File: config.mk
export PLATFORM = sky130hd
export DESIGN_NAME = errTrapRouter
export DESIGN_NICKNAME = d
export VERILOG_FILES = /design/src/rtl/errTrapPkg.sv /design/src/rtl/errTrapDecode.sv /design/src/rtl/errTrapCtrl.sv /design/src/rtl/errTrapDatapath.sv /design/src/rtl/errTrapRouter.sv
export SDC_FILE = /design/constraint.sdc
export NUM_CORES = 1
export LEC_CHECK = 0
export ABC_AREA = 1
export ABC_CLOCK_PERIOD_IN_PS = 2600
export BUFFER_PORTS_ARGS = -buffer_cell sky130_fd_sc_hd__buf_2
export CAP_MARGIN = 20
export CORE_MARGIN = 2
export CORE_UTILIZATION = 50
export DETAILED_ROUTE_END_ITERATION = 6
export GPL_ROUTABILITY_DRIVEN = 0
export MAX_ROUTING_LAYER = met4
export PLACE_DENSITY = 0.86
export SLEW_MARGIN = 20
export SYNTH_ARGS = -nofsm -noshare
export SYNTH_HDL_FRONTEND = slang
export SYNTH_SLANG_ARGS = --single-unit
File: constraint.sdc
create_clock -name clk -period 2.6 [get_ports clk]
set_input_delay 0.13 -clock clk [delete_from_list [all_inputs] [get_ports clk]]
set_output_delay 0.13 -clock clk [all_outputs]
set_load 0.03 [all_outputs]
File: src/rtl/errTrapPkg.sv
package errTrapPkg;

  localparam int CLASS_W     = 3;
  localparam int ACC_W       = 3;
  localparam int NUM_CLASSES = 1 << CLASS_W;
  localparam int STAT_W      = 2 * NUM_CLASSES;
  localparam int STAT_IDX_W  = CLASS_W + 1;

  // enable register layout
  localparam int EN_W            = 19;
  localparam int EN_CORR_BIT     = 0;
  localparam int EN_UNCORR_BIT   = 1;
  localparam int EN_FAST_BIT     = 3;
  localparam int DATA_VAL_LSB    = 4;
  localparam int DATA_VAL_W      = 9;
  localparam int DATA_FORCE_BIT  = DATA_VAL_LSB + DATA_VAL_W;
  localparam int TAG_VAL_LSB     = DATA_FORCE_BIT + 1;
  localparam int TAG_VAL_W       = 4;
  localparam int TAG_FORCE_BIT   = TAG_VAL_LSB + TAG_VAL_W;
  localparam logic [EN_W-1:0] EN_WRITABLE = ~(EN_W'(1) << 2);

  localparam logic ADDR_ENABLE = 1'b0;
  localparam logic ADDR_STATUS = 1'b1;

  typedef enum logic [CLASS_W-1:0] {
    CLS_CACHE_SOFT   = 3'd0,
    CLS_CACHE_UNCORR = 3'd1,
    CLS_BUS_UNCORR   = 3'd2,
    CLS_TAG_UNCORR   = 3'd3,
    CLS_BUS_TIMEOUT  = 3'd4,
    CLS_BUS_FAULT    = 3'd5,
    CLS_DATA_CORR    = 3'd6,
    CLS_TAG_CORR     = 3'd7
  } errClass_e;

  typedef enum logic [ACC_W-1:0] {
    ACC_FETCH     = 3'd0,
    ACC_LOAD      = 3'd1,
    ACC_ATOMIC    = 3'd2,
    ACC_MERGE     = 3'd3,
    ACC_WRITEBACK = 3'd4,
    ACC_COPYOUT   = 3'd5,
    ACC_RSVD6     = 3'd6,
    ACC_RSVD7     = 3'd7
  } accType_e;

  typedef struct packed {
    logic fast;
    logic disrupt;
    logic data;
    logic instr;
  } trapVec_t;

  localparam int TRAP_W = $bits(trapVec_t);

  typedef struct packed {
    logic              enWr;
    logic [STAT_W-1:0] stClr;
    logic [STAT_W-1:0] stSet;
    trapVec_t          trapReq;
  } ctrlStrobes_t;

endpackage

File: src/rtl/errTrapDecode.sv
module errTrapDecode
  import errTrapPkg::*;
(
  input  logic               evtValid,
  input  logic [CLASS_W-1:0] evtClass,
  input  logic [ACC_W-1:0]   evtAccess,
  input  logic               enCorr,
  input  logic               enUncorr,
  input  logic               enFast,
  output trapVec_t           trapReq,
  output logic [STAT_W-1:0]  statusSet
);

  errClass_e             cls;
  accType_e              acc;
  logic                  isRead;
  logic                  isBackground;
  logic                  isCacheErr;
  logic                  isSysUncorr;
  logic                  isCorrected;
  logic [STAT_IDX_W-1:0] statIdx;

  always_comb begin
    cls          = errClass_e'(evtClass);
    acc          = accType_e'(evtAccess);
    isRead       = acc inside {ACC_FETCH, ACC_LOAD, ACC_ATOMIC};
    isBackground = acc inside {ACC_MERGE, ACC_WRITEBACK, ACC_COPYOUT};
    isCacheErr   = cls inside {CLS_CACHE_SOFT, CLS_CACHE_UNCORR};
    isSysUncorr  = cls inside {CLS_BUS_UNCORR, CLS_TAG_UNCORR,
                               CLS_BUS_TIMEOUT, CLS_BUS_FAULT};
    isCorrected  = cls inside {CLS_DATA_CORR, CLS_TAG_CORR};
    // reads log in the low half, everything else in the high half
    statIdx      = {~isRead, evtClass};
  end

  always_comb begin
    trapReq   = '0;
    statusSet = '0;
    if (evtValid) begin
      statusSet[statIdx] = 1'b1;
      trapReq.fast    = enFast && isCacheErr && isRead;
      trapReq.instr   = enUncorr && isSysUncorr && (acc == ACC_FETCH);
      trapReq.data    = enUncorr && isSysUncorr &&
                        (acc == ACC_LOAD || acc == ACC_ATOMIC);
      trapReq.disrupt = (enUncorr && isSysUncorr && isBackground) ||
                        (enCorr && isCorrected && (isRead || isBackground));
    end
  end

endmodule

File: src/rtl/errTrapCtrl.sv
module errTrapCtrl
  import errTrapPkg::*;
#(
  parameter int EVT_PORTS = 2
) (
  input  logic                         regWrEn,
  input  logic                         regAddr,
  input  logic [STAT_W-1:0]            regWrLow,
  input  logic [EVT_PORTS-1:0]         evtValid,
  input  logic [EVT_PORTS*CLASS_W-1:0] evtClass,
  input  logic [EVT_PORTS*ACC_W-1:0]   evtAccess,
  input  logic                         enCorr,
  input  logic                         enUncorr,
  input  logic                         enFast,
  output ctrlStrobes_t                 strobes
);

  trapVec_t          trapPort [EVT_PORTS];
  logic [STAT_W-1:0] setPort  [EVT_PORTS];

  for (genvar p = 0; p < EVT_PORTS; p++) begin : gPort
    errTrapDecode uDecode (
      .evtValid  (evtValid[p]),
      .evtClass  (evtClass[p*CLASS_W +: CLASS_W]),
      .evtAccess (evtAccess[p*ACC_W +: ACC_W]),
      .enCorr    (enCorr),
      .enUncorr  (enUncorr),
      .enFast    (enFast),
      .trapReq   (trapPort[p]),
      .statusSet (setPort[p])
    );
  end

  logic [TRAP_W-1:0] trapAcc;
  logic [STAT_W-1:0] setAcc;

  always_comb begin
    trapAcc = '0;
    setAcc  = '0;
    for (int p = 0; p < EVT_PORTS; p++) begin
      trapAcc = trapAcc | trapPort[p];
      setAcc  = setAcc | setPort[p];
    end
  end

  always_comb begin
    strobes.enWr    = regWrEn && (regAddr == ADDR_ENABLE);
    strobes.stClr   = (regWrEn && (regAddr == ADDR_STATUS)) ? regWrLow : '0;
    strobes.stSet   = setAcc;
    strobes.trapReq = trapVec_t'(trapAcc);
  end

endmodule

File: src/rtl/errTrapDatapath.sv
module errTrapDatapath
  import errTrapPkg::*;
#(
  parameter int DATA_W = 32
) (
  input  logic                  clk,
  input  logic                  rstN,
  input  ctrlStrobes_t          strobes,
  input  logic [EN_W-1:0]       regWrLow,
  input  logic                  regAddr,
  output logic [DATA_W-1:0]     regRdData,
  output logic [EN_W-1:0]       enableQ,
  output logic [STAT_W-1:0]     statusQ,
  output trapVec_t              trapQ,
  output logic                  forceTagEcc,
  output logic [TAG_VAL_W-1:0]  forceTagVal,
  output logic                  forceDataEcc,
  output logic [DATA_VAL_W-1:0] forceDataVal
);

  localparam int EN_PAD   = DATA_W - EN_W;
  localparam int STAT_PAD = DATA_W - STAT_W;

  always_ff @(posedge clk or negedge rstN) begin
    if (!rstN) begin
      enableQ <= '0;
      statusQ <= '0;
      trapQ   <= '0;
    end else begin
      if (strobes.enWr) begin
        enableQ <= regWrLow & EN_WRITABLE;
      end
      // set has priority over a same-cycle write-1 clear
      statusQ <= (statusQ & ~strobes.stClr) | strobes.stSet;
      trapQ   <= strobes.trapReq;
    end
  end

  always_comb begin
    if (regAddr == ADDR_STATUS) begin
      regRdData = {{STAT_PAD{1'b0}}, statusQ};
    end else begin
      regRdData = {{EN_PAD{1'b0}}, enableQ};
    end
  end

  assign forceTagEcc  = enableQ[TAG_FORCE_BIT];
  assign forceTagVal  = enableQ[TAG_VAL_LSB +: TAG_VAL_W];
  assign forceDataEcc = enableQ[DATA_FORCE_BIT];
  assign forceDataVal = enableQ[DATA_VAL_LSB +: DATA_VAL_W];

endmodule

File: src/rtl/errTrapRouter.sv
module errTrapRouter
  import errTrapPkg::*;
#(
  parameter int EVT_PORTS = 2,
  parameter int DATA_W    = 32
) (
  input  logic                         clk,
  input  logic                         rstN,
  input  logic                         regWrEn,
  input  logic                         regAddr,
  input  logic [DATA_W-1:0]            regWrData,
  output logic [DATA_W-1:0]            regRdData,
  input  logic [EVT_PORTS-1:0]         evtValid,
  input  logic [EVT_PORTS*CLASS_W-1:0] evtClass,
  input  logic [EVT_PORTS*ACC_W-1:0]   evtAccess,
  output logic                         trapInstr,
  output logic                         trapData,
  output logic                         trapDisrupt,
  output logic                         trapFast,
  output logic                         forceTagEcc,
  output logic [TAG_VAL_W-1:0]         forceTagVal,
  output logic                         forceDataEcc,
  output logic [DATA_VAL_W-1:0]        forceDataVal
);

  ctrlStrobes_t      strobes;
  logic [EN_W-1:0]   enableQ;
  logic [STAT_W-1:0] statusQ;
  trapVec_t          trapQ;
  logic              unusedWrBits;

  assign unusedWrBits = ^regWrData[DATA_W-1:EN_W];

  errTrapCtrl #(
    .EVT_PORTS (EVT_PORTS)
  ) uCtrl (
    .regWrEn   (regWrEn),
    .regAddr   (regAddr),
    .regWrLow  (regWrData[STAT_W-1:0]),
    .evtValid  (evtValid),
    .evtClass  (evtClass),
    .evtAccess (evtAccess),
    .enCorr    (enableQ[EN_CORR_BIT]),
    .enUncorr  (enableQ[EN_UNCORR_BIT]),
    .enFast    (enableQ[EN_FAST_BIT]),
    .strobes   (strobes)
  );

  errTrapDatapath #(
    .DATA_W (DATA_W)
  ) uDatapath (
    .clk          (clk),
    .rstN         (rstN),
    .strobes      (strobes),
    .regWrLow     (regWrData[EN_W-1:0]),
    .regAddr      (regAddr),
    .regRdData    (regRdData),
    .enableQ      (enableQ),
    .statusQ      (statusQ),
    .trapQ        (trapQ),
    .forceTagEcc  (forceTagEcc),
    .forceTagVal  (forceTagVal),
    .forceDataEcc (forceDataEcc),
    .forceDataVal (forceDataVal)
  );

  assign trapInstr   = trapQ.instr;
  assign trapData    = trapQ.data;
  assign trapDisrupt = trapQ.disrupt;
  assign trapFast    = trapQ.fast;

endmodule

==> implementation parameters, run 1 <==
Parameter                              Value

Status
  Result of the run    completed

Layout
  Synth-to-Final Area Change    21.7%
  Share of cells above drive strength 1    0.237
  Nets    424
  FILL cells    between 300 and 400
  Antenna diode count    0

Setup path
  Critical path fanouts, max    15
  Number of cells traversed by the worst register-to-register path    5
  Critical Path Slowest Stage Cell    sky130_fd_sc_hd__inv_2
  WP data arrival    about 1.2 ns
  Crit-path cells    buf_2 > buf_4 > inv_2 > nand2_1 > nand2_1 > buf_2
  Element type at the critical path end    output pin
  Worst reg2reg startpoint    uDatapath.enableQ[1]$_DFFE_PN0P_
  Classification of the worst setup path    primary input to output pin
  Required time of the critical path    between 2 and 2.5 ns
  Setup slack on the worst flop-to-flop path    ~1.6 ns
  Startpoint types    primary input
  Slowest stage delay, CP    0.27 ns
  Endpoint of the lowest-slack register-to-register path    uDatapath.trapQ[0]$_DFF_PN0_

Clock tree
  Resize count post-CTS    0
  H-tree levels    2
  Number of buffers on the longest clock path    2
  Clk root buf    sky130_fd_sc_hd__clkbuf_8
  Clock latency of the later-clocked register in the worst-skew pair    around 0.29 ns
  TritonCTS Buffers    5
  Clock transition at path regs    about 0.070 ns
  Clock tree from TritonCTS    done
  Total of hold buffers inserted after clock tree synthesis    1
  CTS Sinks    38
  Setup fix buffers added after clock tree synthesis    0

Drt
  DRT Pass-1 Iters    4
  Post-route DRC violation count    0
  Antenna Violating Nets Remaining    0
  Vias per cell    ~5
  Vias    about 2100
  Routed length per placed instance    11.7 µm
  Wirelength, routed    roughly 5000 µm
  Iteration-0 DRC Markers    110

Power and ir drop
  Post-route total power    approximately 0.0017 W
  Leakage Power    1.49 nW
  Power density normalized to cell area    645 nW/µm²
  Peak supply drop    0.361 mV

Logic synthesis
  Cell types with the highest counts after synthesis    sky130_fd_sc_hd__nand2_1 (109), sky130_fd_sc_hd__dfrtp_1 (38), sky130_fd_sc_hd__inv_1 (30)
  Mapped Avg Cell Area    approximately 7 µm²
  Post-synthesis instance area    2100 µm²
  Top FF cell, synth    sky130_fd_sc_hd__dfrtp_1
  Most instantiated library cell after synthesis    sky130_fd_sc_hd__nand2_1
  Sequential cell area fraction in the yosys report    0.452
  Yosys warnings    0
  Async SR Flop Fraction    1.00
  Cell type with the largest total area after synthesis    sky130_fd_sc_hd__dfrtp_1
  Number of standard cells after synthesis    299
  Synthesis-stage register bit count    38
  Area share of the leading cell type in the synthesized netlist    0.452
  Number of enable flip-flop cells after synthesis    0
  Number of distinct library cell variants in the gate-level netlist after synthesis    19
  Largest cells by area after synthesis    sky130_fd_sc_hd__dfrtp_1 (45%), sky130_fd_sc_hd__nand2_1 (19%), sky130_fd_sc_hd__nand3_1 (5.9%)

Floorplanning
  FP Rows    23
  Top-Level Pins    101
  Core Footprint    ~4000 µm²
  Die width    about 69 µm
  Starting Density    0.522
  Die height    slightly below 70 µm
  Total die area    ~4700 µm²

GRT
  Largest net degree at the start of global routing    39
  Antenna violations before repair    0
  Number of global-route vias before repair    1832
  Wire length of the first global-routing pass    just over 8000 µm
  Gr usage total    0.238
  Global route total overflow    0

STA
  Clock period minus final worst setup slack    ~1.3 ns
  Transition time at the pin with the least slew margin    around 0.86 ns
  Number of failing setup endpoints in the final timing report    0
  Max-slew violation count    0
  RSZ-0062 raised after global routing    no
  Maximum clock skew at final layout    ~0.0030 ns
  Final clock period utilization by the worst path    0.491
  Peak Freq    about 780 MHz
  Post-Route Setup TNS    0 ns
  Final Hold Violating Endpoints    0
  Max transition margin    0.429

Placement
  Detailed placement HPWL    between 3000 and 4000 µm
  Count of input and output buffers    74

Hold path
  Sink of the worst hold path    uDatapath.enableQ[16]$_DFFE_PN0P_
  Hold Path Depth    3
  Hold wc startpoint    regWrData[16]
  Type of the most critical hold path    primary input to register

Job
  Max-cap violations    0
[cell type report]
cell class / count / area, µm² / area share
clock inverter: 2 / 12.5 / 0.00489
tap: 50 / 62.6 / 0.0244
clock buffer: 6 / 82.6 / 0.0323
timing repair buffer: 76 / 388 / 0.152
inverter: 32 / 120 / 0.0469
multi-input combinational: 221 / 942 / 0.368
sequential: 38 / 951 / 0.372
[stage by stage]
| stage | cell area, µm² | instances | utilization | hold WS (ns) | worst slack [ns] |
|---|---|---|---|---|---|
| after floorplan | 2150 | 311 | - | -0.166 | 1.39 |
| after global placement | 2450 | 416 | 0.609 | 0.272 | 1.19 |
| after detailed placement | 2450 | 416 | 0.609 | 0.279 | 1.16 |
| after CTS | 2560 | 425 | 0.635 | 0.0821 | 1.32 |
| after global routing | 2560 | 425 | 0.635 | 0.109 | 1.23 |
| final | 2560 | 425 | 0.635 | 0.0899 | 1.32 |
[critical path, delay by kind of cell]
family	cells	cell delay, ns
buffers and inverters	4	0.85
AND/OR/NAND/NOR	2	0.17
[state kept, by name, summed over array words and instances, names as in the netlist]
name and flops:
uDatapath.trapQ 4, uDatapath.statusQ 16, uDatapath.enableQ 18
[report_power, final]
part	leakage (nW)	switching, W	internal, W	total (W)
combinational	0.973	0.000357	0.000148	0.000505
clock	0.0472	0.000212	0.000213	0.000425
sequential	0.473	0.0000463	0.000674	0.000720
[layer usage]
layer	track usage	vias up	wire (µm)
met5	-	-	0
met4	0.0907	0	64
met1	0.305	946	2220
li1	-	1059	-
met3	0.0422	7	333
met2	0.377	74	2370
[cell families (layout without fill, tap and decap cells)]
family | after synthesis | count (layout) | share of synthesized area
DFF | 38 | 38 | 0.452
buffers and inverters | 52 | 116 | 0.121
and+or+nand+nor | 170 | 170 | 0.334
other | 1 | 13 | 0.00178
AOI/OAI and AO/OA | 38 | 38 | 0.0904
[worst max-delay path by stage]
stage                                     start  slack (ns)                                end  cells after the start
5_1_grt                                 regAddr        1.23                      regRdData[14]                      6
3_5_place_dp                            regAddr        1.16  uDatapath.enableQ[17]$_DFFE_PN0P_                      6
3_3_place_gp                            regAddr        1.19  uDatapath.enableQ[18]$_DFFE_PN0P_                      6
6_report                                regAddr        1.32                       regRdData[3]                      6
4_1_cts                                 regAddr        1.32                      regRdData[14]                      6
2_1_floorplan  uDatapath.enableQ[1]$_DFFE_PN0P_        1.39                       regRdData[1]                      2
[placed cells by master (no fill, tap or decap)]
cell type / n
sky130_fd_sc_hd__a21oi_1: 6
sky130_fd_sc_hd__and2_1: 1
sky130_fd_sc_hd__buf_2: 74
sky130_fd_sc_hd__buf_4: 1
sky130_fd_sc_hd__clkbuf_8: 6
sky130_fd_sc_hd__clkinv_2: 1
sky130_fd_sc_hd__clkinvlp_4: 1
sky130_fd_sc_hd__conb_1: 13
sky130_fd_sc_hd__dfrtp_1: 38
sky130_fd_sc_hd__dlygate4sd3_1: 1
sky130_fd_sc_hd__inv_1: 30
sky130_fd_sc_hd__inv_2: 2
sky130_fd_sc_hd__nand2_1: 109
sky130_fd_sc_hd__nand2_2: 1
sky130_fd_sc_hd__nand2_4: 1
sky130_fd_sc_hd__nand3_1: 25
sky130_fd_sc_hd__nand4_1: 1
sky130_fd_sc_hd__nor2_1: 27
sky130_fd_sc_hd__nor3_1: 3
sky130_fd_sc_hd__nor3_2: 1
sky130_fd_sc_hd__nor3b_2: 1
sky130_fd_sc_hd__o21ai_0: 17
sky130_fd_sc_hd__o21ai_1: 15
No activity file was read; power rests on OpenSTA's default activity.
==> run 2: changes to the inputs <==
Settings changed: ABC_AREA 1 to 0, ABC_CLOCK_PERIOD_IN_PS 2600 to 1300, CORE_UTILIZATION 50 to 47, PLACE_DENSITY 0.86 to 0.8.
Clock period 2.6 ns to 1.3 ns, I/O delays scaled along.
==> implementation parameters, run 2 <==
Parameter                              Value

STA
  RSZ-0062 raised after global routing    no (unchanged)
  Final clock period utilization by the worst path    0.926
  Number of failing setup endpoints in the final timing report    0 (unchanged)
  Clock period minus final worst setup slack    about 1.2 ns
  Max-slew violation count    0 (unchanged)
  Maximum clock skew at final layout    0.00159 ns (was 0.00302 ns)
  Post-Route Setup TNS    0 ns (unchanged)
  Peak Freq    831 MHz
  Final Hold Violating Endpoints    0 (unchanged)

Setup path
  Startpoint types    register (was primary input)
  Element type at the critical path end    output pin (unchanged)
  Buffers & Inverters on Critical Path    1 (was 4)
  Worst path top cell family by delay    flip-flops (was buffers and inverters)
  WP data arrival    1.14 ns (was 1.15 ns)
  Crit-path cells    mux2_2 > buf_2 (was buf_2 > buf_4 > inv_2 > nand2_1 > nand2_1 > buf_2)
  Critical path fanouts, max    4 (was 15)
  Critical Path Slowest Stage Cell    sky130_fd_sc_hd__dfrtp_1 (was sky130_fd_sc_hd__inv_2)
  Classification of the worst setup path    register to output pin (was primary input to output pin)
  Slowest stage delay, CP    0.41 ns (was 0.27 ns)
  Required time of the critical path    1.24 ns (was 2.47 ns)

Floorplanning
  Starting Density    0.481 (was 0.522)
  FP Rows    25 (was 23)
  Top-Level Pins    101 (unchanged)
  Die width    73.3 µm (was 68.9 µm)
  Core Footprint    4690 µm² (was 4030 µm²)
  Total die area    5380 µm² (was 4740 µm²)
  Die height    73.3 µm (was 68.9 µm)

Layout
  Nets    323 (was 424)
  Final standard cell count with taps included and fillers excluded    328 (was 425)
  Antenna diode count    0 (unchanged)
  Share of cells above drive strength 1    0.504 (was 0.237)
  Synth-to-Final Area Change    21.3% (was 21.7%)
  Register with the highest flop count    uDatapath.enableQ (unchanged)
  Regs by FF count    uDatapath.enableQ x18, uDatapath.statusQ x16, uDatapath.trapQ x4 (unchanged)
  Most used cells in the layout excluding fill and tap cells    sky130_fd_sc_hd__buf_2 (74), sky130_fd_sc_hd__dfrtp_1 (38), sky130_fd_sc_hd__mux2_2 (23) (was sky130_fd_sc_hd__nand2_1 (109), sky130_fd_sc_hd__buf_2 (74), sky130_fd_sc_hd__dfrtp_1 (38))
  Most common cell after layout, fill and taps aside    sky130_fd_sc_hd__buf_2 (was sky130_fd_sc_hd__nand2_1)
  Max FFs per register    18 (unchanged)
  FILL cells    413 (was 373)

Clock tree
  Clock tree from TritonCTS    done (unchanged)
  Clock transition at path regs    0.07 ns (about the same)
  Clk root buf    sky130_fd_sc_hd__clkbuf_8 (unchanged)
  TritonCTS Buffers    5 (unchanged)
  CTS Sinks    38 (unchanged)
  Resize count post-CTS    0 (unchanged)
  H-tree levels    2 (unchanged)
  Clock latency of the later-clocked register in the worst-skew pair    0.28 ns (was 0.29 ns)
  Number of buffers on the longest clock path    2 (unchanged)

Logic synthesis
  Mapped Avg Cell Area    11.8 µm² (was 7.03 µm²)
  Cell types with the highest counts after synthesis    sky130_fd_sc_hd__dfrtp_1 (38), sky130_fd_sc_hd__mux2_2 (23), sky130_fd_sc_hd__nand3_1 (16) (was sky130_fd_sc_hd__nand2_1 (109), sky130_fd_sc_hd__dfrtp_1 (38), sky130_fd_sc_hd__inv_1 (30))
  Cell type with the largest total area after synthesis    sky130_fd_sc_hd__dfrtp_1 (unchanged)
  Top FF cell, synth    sky130_fd_sc_hd__dfrtp_1 (unchanged)
  Number of standard cells after synthesis    192 (was 299)
  Area share of the leading cell type in the synthesized netlist    0.421 (was 0.452)
  Number of distinct library cell variants in the gate-level netlist after synthesis    36 (was 19)
  Sequential cell area fraction in the yosys report    0.421 (was 0.452)
  Post-synthesis instance area    2260 µm² (was 2100 µm²)
  Largest cells by area after synthesis    sky130_fd_sc_hd__dfrtp_1 (42%), sky130_fd_sc_hd__mux2_2 (11%), sky130_fd_sc_hd__mux2_4 (6.6%) (was sky130_fd_sc_hd__dfrtp_1 (45%), sky130_fd_sc_hd__nand2_1 (19%), sky130_fd_sc_hd__nand3_1 (5.9%))
  Number of enable flip-flop cells after synthesis    0 (unchanged)
  Yosys warnings    0 (unchanged)
  Most instantiated library cell after synthesis    sky130_fd_sc_hd__dfrtp_1 (was sky130_fd_sc_hd__nand2_1)
  Synthesis-stage register bit count    38 (unchanged)
  Async SR Flop Fraction    1.00 (unchanged)

Placement
  Cell total after placement    319 (was 416)
  Count of input and output buffers    74 (unchanged)
  Detailed placement HPWL    3840 µm (was 3720 µm)

Power and ir drop
  Part of the power in the clock network    0.230 (was 0.258)
  Power density normalized to cell area    1290 nW/µm² (was 645 nW/µm²)
  Power share of the combinational group    0.354 (was 0.306)
  Psw    0.00125 W (was 0.000616 W)
  Switching share of power    0.353 (was 0.373)
  Sequential cell fraction of total power    0.416 (was 0.436)
  Cell-internal power    0.00229 W (was 0.00104 W)
  Leakage Power    1.35 nW (was 1.49 nW)
  Peak supply drop    0.751 mV (was 0.361 mV)

Drt
  Vias per cell    5.46 (was 4.91)
  Antenna Violating Nets Remaining    0 (unchanged)
  Top routing layer in use    met4 (unchanged)
  Met1 Routed Length    2150 µm (was 2220 µm)
  Met3 Wirelength    263 µm (was 333 µm)
  Iteration-0 DRC Markers    127 (was 110)
  Vias    1791 (was 2086)
  Met2 Routed Length    2510 µm (was 2370 µm)
  Wirelength, routed    5040 µm (was 4990 µm)
  Routed length per placed instance    15.4 µm (was 11.7 µm)
  DRT Pass-1 Iters    4 (unchanged)
  Post-route DRC violation count    0 (unchanged)

GRT
  Gr usage total    0.204 (was 0.238)
  Wire length of the first global-routing pass    8070 µm (was 8050 µm)
  Number of global-route vias before repair    1762 (was 1832)
  Largest net degree at the start of global routing    39 (unchanged)
  Antenna violations before repair    0 (unchanged)
  Global route total overflow    0 (unchanged)

Hold path
  Type of the most critical hold path    primary input to register (unchanged)

Status
  Result of the run    completed (unchanged)

Job
  Max-cap violations    0 (unchanged)
==> run 2: cell count changes after synthesis, moves of 10 or more <==
cell / change
sky130_fd_sc_hd__inv_1: -30
sky130_fd_sc_hd__mux2_2: +23
sky130_fd_sc_hd__mux2_4: +10
sky130_fd_sc_hd__nand2_1: -99
sky130_fd_sc_hd__nor2_1: -23
sky130_fd_sc_hd__o21ai_0: -17
sky130_fd_sc_hd__o21ai_1: -15
==> run 2: worst paths after layout <==
path	slack (ns)	from	depth (start not counted)	end
worst max-delay path	0.1	uDatapath.enableQ[1]$_DFFE_PN0P_	2	regRdData[1]
min in group asynchronous	0.35	rstN	3	uDatapath.enableQ[10]$_DFFE_PN0P_
worst max register to register	0.11	uDatapath.enableQ[0]$_DFFE_PN0P_	3	uDatapath.trapQ[2]$_DFF_PN0_
worst min register to register	0.49	uDatapath.statusQ[4]$_DFF_PN0_	2	uDatapath.statusQ[4]$_DFF_PN0_
worst min-delay path	0.01	regWrData[16]	2	uDatapath.enableQ[16]$_DFFE_PN0P_
max in group asynchronous	0.60	rstN	3	uDatapath.enableQ[15]$_DFFE_PN0P_
==> run 2: power groups by stage <==
stage / clock network [W] / logic (W) / registers [W]
after CTS: 0.000848 / 0.00126 / 0.00147
after floorplan: 0 / 0.000789 / 0.00162
after detailed placement: 0 / 0.00126 / 0.00150
final: 0.000814 / 0.00125 / 0.00147
after global placement: 0 / 0.00124 / 0.00149
after global routing: 0.000909 / 0.00135 / 0.00150
==> run 2: cell families (layout without fill, tap and decap cells) <==
family	Yosys count	in the layout	share of synthesized area
AO/OA/AOI/OAI	37	37	0.152
XOR/XNOR	4	4	0.0155
buffers and inverters	24	94	0.0881
flip-flops	38	38	0.421
multiplexers	33	33	0.181
other	1	13	0.00166
AND/OR/NAND/NOR	55	55	0.140
==> run 2: what timing repair did <==
item / CTS / global route
setup endpoints to repair: 0 / 0
endpoints found under the hold margin: 38 / 0
setup buffers: 0 / 0
hold buffers: 1 / 0
==> run 2: cell type report <==
type / count / area [µm²] / area share
sequential: 38 / 951 / 0.347
clock buffer: 7 / 86.3 / 0.0315
multi-input combinational: 142 / 1150 / 0.421
timing repair buffer: 86 / 475 / 0.174
tap: 54 / 67.6 / 0.0247
clock inverter: 1 / 5.00 / 0.00183
==> run 2: stage by stage <==
stage | cell area, µm² | utilization | worst slack (ns) | total power [W] | hold WS [ns]
2_1_floorplan | 2300 | - | 0.176 | 0.00241 | -0.231
3_3_place_gp | 2640 | 0.562 | 0.126 | 0.00273 | 0.143
3_5_place_dp | 2640 | 0.562 | 0.122 | 0.00275 | 0.147
4_1_cts | 2740 | 0.584 | 0.0799 | 0.00359 | 0.00271
5_1_grt | 2740 | 0.584 | 0.0458 | 0.00376 | 0.00132
6_report | 2740 | 0.584 | 0.0959 | 0.00354 | 0.0106
==> run 2: routing by layer <==
layer  global-route usage  vias to the layer above
met3               0.0412                        8
met2                0.330                       64
met4               0.0990                        0
li1                     -                      852
met5                    -                        -
met1                0.244                      867
==> run 2: worst register-to-register path: cells and delay by family (launching register included) <==
| kind | cells | cell delay [ns] |
|---|---|---|
| and+or+nand+nor | 2 | 0.62 |
| DFF | 1 | 0.41 |
| AOI/OAI and AO/OA | 1 | 0.04 |
==> run 3: changes to the inputs <==
Settings changed: CELL_PAD_IN_SITES_DETAIL_PLACEMENT set to 1, CELL_PAD_IN_SITES_GLOBAL_PLACEMENT set to 1, CORE_UTILIZATION 47 to 36, PLACE_DENSITY 0.8 to unset, PLACE_DENSITY_LB_ADDON set to 0.1.
==> implementation parameters, run 3 (synthesis gave the netlist of run 2 again) <==
Parameter                              Value

Status
  Result of the run    completed (unchanged)

GRT
  Global route total overflow    0 (unchanged)
  Number of global-route vias before repair    1974 (was 1762)
  Antenna violations before repair    0 (unchanged)
  Wire length of the first global-routing pass    10200 µm (was 8070 µm)
  Gr usage total    0.188 (was 0.204)
  Largest net degree at the start of global routing    39 (unchanged)

Drt
  Wirelength, routed    6140 µm (was 5040 µm)
  DRT Pass-1 Iters    4 (unchanged)
  Post-route DRC violation count    0 (unchanged)
  Antenna Violating Nets Remaining    0 (unchanged)
  Vias per cell    5.28 (was 5.46)
  Routed length per placed instance    17.4 µm (was 15.4 µm)
  Iteration-0 DRC Markers    34 (was 127)
  Vias    1858 (was 1791)

Hold path
  Sink of the worst hold path    uDatapath.enableQ[16]$_DFFE_PN0P_ (unchanged)
  Hold Path Depth    2 (unchanged)
  Hold wc startpoint    regWrData[16] (unchanged)
  Type of the most critical hold path    primary input to register (unchanged)

Clock tree
  Clock latency of the later-clocked register in the worst-skew pair    0.29 ns (was 0.28 ns)
  TritonCTS Buffers    5 (unchanged)
  Total of hold buffers inserted after clock tree synthesis    2 (was 1)
  Number of buffers on the longest clock path    2 (unchanged)
  Resize count post-CTS    0 (unchanged)
  Clk root buf    sky130_fd_sc_hd__clkbuf_8 (unchanged)
  CTS Sinks    38 (unchanged)
  Setup fix buffers added after clock tree synthesis    0 (unchanged)
  H-tree levels    2 (unchanged)
  Clock transition at path regs    0.07 ns (about the same)
  Clock tree from TritonCTS    done (unchanged)

Floorplanning
  Core Footprint    5990 µm² (was 4690 µm²)
  Top-Level Pins    101 (unchanged)
  Starting Density    0.377 (was 0.481)
  FP Rows    28 (was 25)
  Die width    83.2 µm (was 73.3 µm)
  Total die area    6920 µm² (was 5380 µm²)
  Die height    83.2 µm (was 73.3 µm)

STA
  Final Hold Violating Endpoints    0 (unchanged)
  Final clock period utilization by the worst path    0.942 (was 0.926)
  Max-slew violation count    0 (unchanged)
  Number of failing setup endpoints in the final timing report    0 (unchanged)
  Maximum clock skew at final layout    0.00312 ns (was 0.00159 ns)
  RSZ-0062 raised after global routing    no (unchanged)
  Peak Freq    817 MHz (was 831 MHz)
  Post-Route Setup TNS    0 ns (unchanged)
  Clock period minus final worst setup slack    1.22 ns (was 1.20 ns)

Setup path
  Buffers & Inverters on Critical Path    1 (unchanged)
  Required time of the critical path    1.24 ns (about the same)
  Critical path fanouts, max    4 (unchanged)
  Endpoint of the lowest-slack register-to-register path    uDatapath.trapQ[2]$_DFF_PN0_ (unchanged)
  Slowest stage delay, CP    0.42 ns (was 0.41 ns)
  Worst path top cell family by delay    flip-flops (unchanged)
  Number of cells traversed by the worst register-to-register path    3 (unchanged)
  Element type at the critical path end    output pin (unchanged)
  Startpoint types    register (unchanged)
  Classification of the worst setup path    register to output pin (unchanged)
  Crit-path cells    mux2_2 > buf_2 (unchanged)
  Worst reg2reg startpoint    uDatapath.enableQ[0]$_DFFE_PN0P_ (unchanged)
  WP data arrival    1.16 ns (was 1.14 ns)
  Setup slack on the worst flop-to-flop path    0.08 ns (was 0.11 ns)
  Critical Path Slowest Stage Cell    sky130_fd_sc_hd__dfrtp_1 (unchanged)

Layout
  Register area    951 µm² (unchanged)
  Nets    326 (was 323)
  Most used cells in the layout excluding fill and tap cells    sky130_fd_sc_hd__buf_2 (74), sky130_fd_sc_hd__dfrtp_1 (38), sky130_fd_sc_hd__mux2_2 (23) (unchanged)
  Antenna diode count    0 (unchanged)
  Synth-to-Final Area Change    25.5% (was 21.3%)
  Register with the highest flop count    uDatapath.enableQ (unchanged)
  Area of the multi-input gates    1150 µm² (unchanged)
  Share of cells above drive strength 1    0.509 (was 0.504)
  Regs by FF count    uDatapath.enableQ x18, uDatapath.statusQ x16, uDatapath.trapQ x4 (unchanged)
  Final core utilization    0.473 (was 0.584)
  FILL cells    698 (was 413)
  Max FFs per register    18 (unchanged)
  Most common cell after layout, fill and taps aside    sky130_fd_sc_hd__buf_2 (unchanged)

Power and ir drop
  Leakage Power    1.39 nW (was 1.35 nW)
  Power density normalized to cell area    1310 nW/µm² (was 1290 nW/µm²)
  Peak supply drop    0.590 mV (was 0.751 mV)

Placement
  Detailed placement HPWL    4600 µm (was 3840 µm)
  Count of input and output buffers    74 (unchanged)

Job
  Max-cap violations    0 (unchanged)
## run 3: changes by cell type in the layout (fill, tap and decap cells not counted), sizes merged
cell / change
buf: +2
clkbuf: +1
clkinv: -1
dlygate4sd3: +1
## run 3: worst max-delay path by stage
| stage | from | to | slack (ns) | depth (start not counted) |
|---|---|---|---|---|
| after floorplan | uDatapath.enableQ[0]$_DFFE_PN0P_ | uDatapath.trapQ[2]$_DFF_PN0_ | 0.18 | 3 |
| after global placement | uDatapath.enableQ[0]$_DFFE_PN0P_ | uDatapath.trapQ[2]$_DFF_PN0_ | 0.11 | 3 |
| after detailed placement | uDatapath.enableQ[0]$_DFFE_PN0P_ | uDatapath.trapQ[2]$_DFF_PN0_ | 0.10 | 3 |
| after CTS | uDatapath.enableQ[1]$_DFFE_PN0P_ | regRdData[1] | 0.07 | 2 |
| after global routing | uDatapath.enableQ[1]$_DFFE_PN0P_ | regRdData[1] | 0.03 | 2 |
| final | uDatapath.enableQ[1]$_DFFE_PN0P_ | regRdData[1] | 0.08 | 2 |
## run 3: where the power goes
part           total, W  internal [W]  switching (W)
Clock          0.000951      0.000536       0.000415
Combinational   0.00130      0.000513       0.000782
Sequential      0.00148       0.00136       0.000112
Total           0.00372       0.00241        0.00131
## run 3: per-stage QoR
step                hold WS [ns]  total power, W  cell area, µm²  worst slack, ns  instances
finish                   0.00863         0.00372            2830           0.0754        352
global route             0.00771         0.00391            2830           0.0308        352
CTS                     0.000898         0.00377            2830           0.0654        352
detailed placement        0.0523         0.00280            2700            0.101        342
global placement          0.0541         0.00277            2700            0.114        342
floorplan                 -0.231         0.00241            2300            0.176        204
## run 3: routing by layer
metal	part of all wire	vias to the layer above	GRT usage
met3	0.056	7	0.0398
met2	0.48	68	0.316
met5	0	-	-
met1	0.45	928	0.234
met4	0.0083	0	0.0402
li1	-	855	-
## run 3: final cells by class
type                    count  area share
multi-input cells         142       0.407
flip-flops and latches     38       0.336
well taps                  75      0.0331
repair buffers             89       0.185
clock buffers               8      0.0389
